==> src/rtl/cps_pkg.sv <==
package cps_pkg;

    localparam int CFG_W     = 32;
    localparam int BIT_BYP   = 31;
    localparam int BIT_OEN   = 0;
    localparam int ADR_W     = 5;
    localparam int DAT_W     = 4;
    localparam int MODE_LSB  = 11;
    localparam int NUM_TP_WR = 3;

    localparam logic [1:0] MODE_PCIE = 2'd0;
    localparam logic [1:0] MODE_USB3 = 2'd1;
    localparam logic [1:0] MODE_SATA = 2'd2;

    typedef enum logic [3:0] {
        ST_IDLE, ST_MODE, ST_BYP, ST_CLK, ST_REL, ST_OEN, ST_SETTLE,
        ST_TPORT, ST_FIN, ST_XOEN, ST_XRST, ST_XCLK
    } seq_state_e;

    typedef struct packed {
        logic [ADR_W-1:0] addr;
        logic [DAT_W-1:0] data;
        logic             strobe;
    } tport_s;

    function automatic logic [ADR_W-1:0] tp_addr(input int idx);
        case (idx)
            0:       return 5'h01;
            1:       return 5'h0C;
            default: return 5'h1A;
        endcase
    endfunction

    function automatic logic [DAT_W-1:0] tp_data(input int idx);
        case (idx)
            0:       return 4'h8;
            1:       return 4'h9;
            default: return 4'h4;
        endcase
    endfunction

    function automatic logic mode_ok(input logic [1:0] m, input logic fixed_usb3);
        if (fixed_usb3) return m == MODE_USB3;
        return m != 2'd3;
    endfunction

    function automatic logic [CFG_W-1:0] rmw_mode(input logic [CFG_W-1:0] cur,
                                                  input logic [1:0] m);
        logic [CFG_W-1:0] v;
        v = cur;
        v[MODE_LSB +: 2] = m;
        return v;
    endfunction

    // bit 31 bypass, 24 strobe, 23:20 data, 16:12 addr, 0 clock-output enable
    function automatic logic [CFG_W-1:0] build_cfg(input logic byp, input tport_s tp,
                                                   input logic oen);
        return {byp, 6'b0, tp.strobe, tp.data, 3'b0, tp.addr, 11'b0, oen};
    endfunction

endpackage

==> src/rtl/cps_timer.sv <==
module cps_timer #(
    parameter int CYCLES = 500000
) (
    input  logic clk,
    input  logic rst,
    input  logic load,
    output logic expired
);
    localparam int CW = $clog2(CYCLES + 1);

    logic [CW-1:0] cnt;

    always_ff @(posedge clk) begin
        if (rst)                cnt <= '0;
        else if (load)          cnt <= CW'(CYCLES);
        else if (cnt != '0)     cnt <= cnt - 1'b1;
    end

    assign expired = (cnt == CW'(1));

    // expiry is a single-cycle event per load
    p_exp_single_r6: assert property (@(posedge clk) disable iff (rst)
        (expired && !load) |=> !expired);

endmodule

==> src/rtl/cps_tport.sv <==
module cps_tport
    import cps_pkg::*;
#(
    parameter int NUM_WR = NUM_TP_WR
) (
    input  logic   clk,
    input  logic   rst,
    input  logic   go,
    output tport_s tp,
    output logic   fin
);
    localparam int IW = $clog2(NUM_WR + 1);

    typedef enum logic [1:0] {PH_IDLE, PH_LOAD, PH_LOW, PH_HIGH} phase_e;

    phase_e        phase;
    logic [IW-1:0] idx;

    assign fin = (phase == PH_HIGH) && (idx == IW'(NUM_WR - 1));

    always_ff @(posedge clk) begin
        if (rst) begin
            phase <= PH_IDLE;
            idx   <= '0;
            tp    <= '0;
        end else begin
            case (phase)
                PH_IDLE: if (go) phase <= PH_LOAD;
                PH_LOAD: begin
                    tp.addr <= tp_addr(int'(idx));
                    tp.data <= tp_data(int'(idx));
                    phase   <= PH_LOW;
                end
                PH_LOW: begin
                    tp.strobe <= 1'b0;
                    phase     <= PH_HIGH;
                end
                PH_HIGH: begin
                    tp.strobe <= 1'b1;
                    if (fin) begin
                        idx   <= '0;
                        phase <= PH_IDLE;
                    end else begin
                        idx   <= idx + 1'b1;
                        phase <= PH_LOAD;
                    end
                end
                default: phase <= PH_IDLE;
            endcase
        end
    end

    // strobe low lasts one cycle and is followed by the rising edge
    p_stb_low_then_high_r7: assert property (@(posedge clk) disable iff (rst)
        $fell(tp.strobe) |=> $rose(tp.strobe));
    // address and data held while the strobe moves
    p_stb_rise_stable_r7: assert property (@(posedge clk) disable iff (rst)
        $rose(tp.strobe) |-> ($stable(tp.addr) && $stable(tp.data)));
    p_stb_fall_stable_r7: assert property (@(posedge clk) disable iff (rst)
        $fell(tp.strobe) |-> ($stable(tp.addr) && $stable(tp.data)));

endmodule

==> src/rtl/combo_phy_seq.sv <==
module combo_phy_seq
    import cps_pkg::*;
#(
    parameter int INSTANCE      = 1,
    parameter int SETTLE_CYCLES = 500000
) (
    input  logic        clk,
    input  logic        rst,
    input  logic        init_req,
    input  logic        exit_req,
    input  logic [1:0]  mode_req,
    input  logic [31:0] ctrl_in,
    output logic [31:0] ctrl_out,
    output logic        ctrl_we,
    output logic [31:0] cfg_word,
    output logic        refclk_en,
    output logic        por_rst,
    output logic        busy,
    output logic        done,
    output logic        err
);
    localparam logic FIXED_USB3 = (INSTANCE == 0);

    seq_state_e state;
    logic [1:0] mode_q;
    logic       byp_q, oen_q;
    logic       tmr_exp, tp_fin;
    tport_s     tp;

    assign busy     = (state != ST_IDLE);
    assign cfg_word = build_cfg(byp_q, tp, oen_q);

    cps_timer #(.CYCLES(SETTLE_CYCLES)) u_timer (
        .clk(clk), .rst(rst), .load(state == ST_OEN), .expired(tmr_exp));

    cps_tport #(.NUM_WR(NUM_TP_WR)) u_tport (
        .clk(clk), .rst(rst), .go(state == ST_TPORT), .tp(tp), .fin(tp_fin));

    always_ff @(posedge clk) begin
        if (rst) begin
            state     <= ST_IDLE;
            mode_q    <= FIXED_USB3 ? MODE_USB3 : MODE_PCIE;
            byp_q     <= 1'b1;
            oen_q     <= 1'b0;
            refclk_en <= 1'b0;
            por_rst   <= 1'b1;
            ctrl_we   <= 1'b0;
            ctrl_out  <= '0;
            done      <= 1'b0;
            err       <= 1'b0;
        end else begin
            ctrl_we <= 1'b0;
            done    <= 1'b0;
            err     <= 1'b0;
            case (state)
                ST_IDLE: begin
                    if (init_req) begin
                        if (mode_ok(mode_req, FIXED_USB3)) begin
                            mode_q <= mode_req;
                            state  <= ST_MODE;
                        end else begin
                            err <= 1'b1;
                        end
                    end else if (exit_req) begin
                        state <= ST_XOEN;
                    end
                end
                ST_MODE: begin
                    if (!FIXED_USB3) begin
                        ctrl_we  <= 1'b1;
                        ctrl_out <= rmw_mode(ctrl_in, mode_q);
                    end
                    state <= ST_BYP;
                end
                ST_BYP:    begin byp_q     <= 1'b0; state <= ST_CLK;    end
                ST_CLK:    begin refclk_en <= 1'b1; state <= ST_REL;    end
                ST_REL:    begin por_rst   <= 1'b0; state <= ST_OEN;    end
                ST_OEN:    begin oen_q     <= 1'b1; state <= ST_SETTLE; end
                ST_SETTLE: if (tmr_exp) state <= ST_TPORT;
                ST_TPORT:  if (tp_fin)  state <= ST_FIN;
                ST_XOEN:   begin oen_q     <= 1'b0; state <= ST_XRST;   end
                ST_XRST:   begin por_rst   <= 1'b1; state <= ST_XCLK;   end
                ST_XCLK:   begin refclk_en <= 1'b0; state <= ST_FIN;    end
                ST_FIN:    begin done      <= 1'b1; state <= ST_IDLE;   end
                default:   state <= ST_IDLE;
            endcase
        end
    end

    // reset may be released only while the reference clock runs
    p_rel_needs_clk_r5: assert property (@(posedge clk) disable iff (rst)
        !por_rst |-> refclk_en);
    // clock output only while the PHY is out of reset
    p_oen_needs_rel_r5: assert property (@(posedge clk) disable iff (rst)
        cfg_word[BIT_OEN] |-> !por_rst);
    // rejection leaves the sequencer idle
    p_err_idle_r3: assert property (@(posedge clk) disable iff (rst)
        err |-> (!busy && !done));
    // register write enable is a single pulse inside a sequence
    p_we_single_r2: assert property (@(posedge clk) disable iff (rst)
        ctrl_we |=> !ctrl_we);
    // test-port fields move only in the test-port phase
    p_tp_after_settle_r6: assert property (@(posedge clk) disable iff (rst)
        !$stable(tp) |-> ($past(state) == ST_TPORT));
    // a running sequence cannot be dropped before its finish step
    p_busy_hold_r10: assert property (@(posedge clk) disable iff (rst)
        (busy && state != ST_FIN) |=> busy);

    generate
        if (FIXED_USB3) begin : g_fixed
            // fixed-mode instance never writes the mode field
            p_fixed_no_we_r4: assert property (@(posedge clk) disable iff (rst)
                !ctrl_we);
        end
    endgenerate

endmodule

==> config.mk <==
export PLATFORM = sky130hd
export DESIGN_NAME = combo_phy_seq
export DESIGN_NICKNAME = d
export VERILOG_FILES = /design/src/rtl/cps_pkg.sv /design/src/rtl/cps_timer.sv /design/src/rtl/cps_tport.sv /design/src/rtl/combo_phy_seq.sv
export SDC_FILE = /design/constraint.sdc
export NUM_CORES = 1
export LEC_CHECK = 0
export BUFFER_PORTS_ARGS = -buffer_cell sky130_fd_sc_hd__buf_2
export CAP_MARGIN = 30
export CORE_MARGIN = 2
export CORE_UTILIZATION = 40
export CTS_CLUSTER_SIZE = 8
export DETAILED_ROUTE_END_ITERATION = 6
export PLACE_DENSITY_LB_ADDON = 0.12
export SLEW_MARGIN = 5
export SYNTH_ARGS = -nofsm -noshare
export SYNTH_HDL_FRONTEND = slang
export SYNTH_SLANG_ARGS = --single-unit
==> constraint.sdc <==
create_clock -name clk -period 1.88 [get_ports clk]
set_input_delay 0.564 -clock clk [delete_from_list [all_inputs] [get_ports clk]]
set_output_delay 0.564 -clock clk [all_outputs]
set_load 0.02 [all_outputs]
==> metrics.csv <==
metric,value,unit
status,"finished, final reports clean",
area_growth,25.0,%
initialDrtViolationCount,160,
synth-edff-count,0,
grt_pass1_vias,2818,
ctsHoldBuffers,0,
io_buffers,84,
numCtsBuffers,9,
syn_area_per_cell,8.10,um^2
synth_flop_cell,dfxtp_1,
max_cap_viol_count,0,
dp.cells,611,
nets,562,
hpwlAfterDp,5.64,mm
gp_congestion,0.868,
rrSetupSlack,0.07,ns
r2r_start,u_timer.cnt[5],
track_usage,0.170,
yosysSeqAreaShare,0.431,
wirelength,8.08,mm
final_cells,626,
p_int,0.00376,W
drtPass1Iterations,4,
initial_core_util,0.416,
ys_ff_latch,74,
netlist_area,3430,um^2
timing.rr.end,u_timer.cnt[10],
p_leak,1.86,nW
maxSlewViolCount,0,
worstHoldStart,ctrl_in[31],
cts_tree,done,
hold_viol,0,
post-route-period-util,0.965,
min_period,1.81,ns
htreeDepth,3,
crit_fanout,8,
clock_skew,0.00895,ns
grt_pass1_wl,13.4,mm
path_class,reg -> reg,
synth_cell_types,48,
power_density,1450,nW/um^2
clock-sinks,74,
hold_ws,0.446,ns
hold_path.class,in -> reg,
ctsLongestPathBuffers,2,
antenna_cells,0,
r2r_cells,4,
finalSetupViolations,0,
hold_path_end,ctrl_out[31],
worst_ir_drop_vdd,0.000792,V
rsz0062_at_grt,true,
timing.fmax,0.551,GHz
async_reset_ff_frac,0,
root_buffer,clkbuf_8,
clkTransAtPathRegs,0.08,ns
std_cell_rows,33,
p_clk_frac,0.217,
clock_latency,0.34,ns
critPathRequiredTime,2.12,ns
cp.arrival,2.06,ns
die_h,96.6,um
p_seq_frac,0.346,
avgViaCountPerCell,5.03,
drc,0,
vias,3150,
final_antenna_net_count,0,
grt_max_degree,34,
synth_warnings,0,
worstSetupEndpointType,flip-flop,
drive_above_1_share,0.290,
switching_share,0.396,
antenna_found_initial,0,
core_area,8260,um^2
gr-total-overflow,0,
whs_path_depth,3,
switchingPower,0.00247,W
share_comb_of_total_power,0.437,
chipWidth,96.6,um
syn_inst,424,
wl_per_cell,12.9,um
start_kind,flip-flop,
die-area,9340,um^2
pin_count,108,
==> what timing repair did <==
action                     in CTS  in global routing
pin swaps                       0                  3
buffers inserted                0                  0
setup endpoints to repair       3                  7
gates resized for setup         5                 14
==> cell families after synthesis <==
| kind of cell | Yosys count | share of synthesized area |
|---|---|---|
| buf+inv | 62 | 0.0962 |
| fa+ha+maj | 7 | 0.0255 |
| simple gates | 181 | 0.265 |
| other cells | 1 | 0.00109 |
| compound gates | 91 | 0.158 |
| mux | 8 | 0.0233 |
| flops | 74 | 0.431 |
==> cells in the mapped netlist, types with 4 or more instances <==
| cell type | count | area share |
|---|---|---|
| nand2b_1 | 5 | 0.0091 |
| o21ai_0 | 10 | 0.015 |
| nor4_1 | 4 | 0.0073 |
| nor3_1 | 12 | 0.017 |
| mux2i_1 | 8 | 0.023 |
| o31ai_1 | 5 | 0.011 |
| nand3_1 | 10 | 0.015 |
| or3_1 | 4 | 0.0073 |
| buf_4 | 26 | 0.057 |
| nor2_1 | 28 | 0.031 |
| a31oi_1 | 5 | 0.0091 |
| nand2_1 | 86 | 0.094 |
| ha_1 | 7 | 0.026 |
| a21oi_1 | 51 | 0.074 |
| a211oi_1 | 6 | 0.013 |
| dfxtp_1 | 74 | 0.43 |
| inv_1 | 12 | 0.013 |
| clkbuf_1 | 23 | 0.025 |
==> worst max-delay path: stages, from the launching register on <==
cell	delay (ns)
dfxtp_1	0.40
or4_2	0.72
nor2_2	0.25
a311oi_1	0.13
a41o_1	0.22
==> layer usage <==
metal	wire, um	track usage	share of wire
met4	62	0.0607	0.0077
met1	3840	0.235	0.48
met2	3680	0.268	0.46
met3	497	0.0318	0.062
met5	0	0	0
==> power by group through the flow <==
| stage | clock, W | sequential (W) | combinational, W |
|---|---|---|---|
| after floorplan | 0 | 0.00225 | 0.00157 |
| after global placement | 0 | 0.00213 | 0.00251 |
| after detailed placement | 0 | 0.00214 | 0.00254 |
| after CTS | 0.00139 | 0.00211 | 0.00258 |
| after global routing | 0.00145 | 0.00220 | 0.00298 |
| final | 0.00135 | 0.00215 | 0.00272 |
==> flip-flops by register name, indices dropped and copies added, names as in the netlist <==
register	cells
ctrl_out	32
u_timer.cnt	19
u_tport.tp	6
state	4
mode_q	2
u_tport.idx	2
u_tport.phase	2
byp_q	1
ctrl_we	1
done	1
err	1
oen_q	1
por_rst	1
refclk_en	1
==> stage by stage <==
| stage | total power (W) | cell area (um^2) | util | setup TNS [ns] | setup slack (ns) |
|---|---|---|---|---|---|
| 3_5_place_dp | 0.00468 | 4000 | 0.485 | -0.134 | -0.0899 |
| 3_3_place_gp | 0.00464 | 4000 | 0.485 | -0.0782 | -0.0412 |
| 4_1_cts | 0.00608 | 4230 | 0.512 | 0 | 0.00230 |
| 2_1_floorplan | 0.00382 | 3510 | - | -0.00116 | -0.000587 |
| 6_report | 0.00623 | 4290 | 0.520 | 0 | 0.0664 |
| 5_1_grt | 0.00664 | 4290 | 0.520 | -0.00417 | -0.00417 |
==> layout make-up <==
type,count,area [um^2]
clock buffer,9,124
timing repair buffer,112,643
fill,833,3970
inverter,12,45.0
tap,105,131
sequential,74,1490
multi-input combinational,308,1770
clock inverter,6,90.1
==> how the worst max path moves through the flow <==
stage / slack, ns / start / end / depth (start not counted)
after floorplan: -0.0006 / u_timer.cnt[0] / u_timer.cnt[6] / 7
after detailed placement: -0.09 / u_timer.cnt[0] / u_timer.cnt[6] / 7
after global routing: -0.004 / u_timer.cnt[0] / u_timer.cnt[17] / 7
final: 0.07 / u_timer.cnt[5] / u_timer.cnt[10] / 4
after CTS: 0.002 / u_timer.cnt[0] / u_timer.cnt[3] / 7
after global placement: -0.04 / u_timer.cnt[0] / u_timer.cnt[3] / 7
==> cells in the final DEF (no fill, tap or decap), types with 5 or more instances in the layout <==
cell type and instances:
inv_1 12, nor2_1 28, nand2b_1 5, o21ai_0 10, buf_4 27, mux2i_1 8, nor3_1 10, o31ai_1 5
ha_1 7, dfxtp_1 71, conb_1 21, clkbuf_8 9, nand2_1 86, nand3_1 10, buf_2 84, a21oi_1 50
a211oi_1 6
Power figures use the tool's default switching activity.
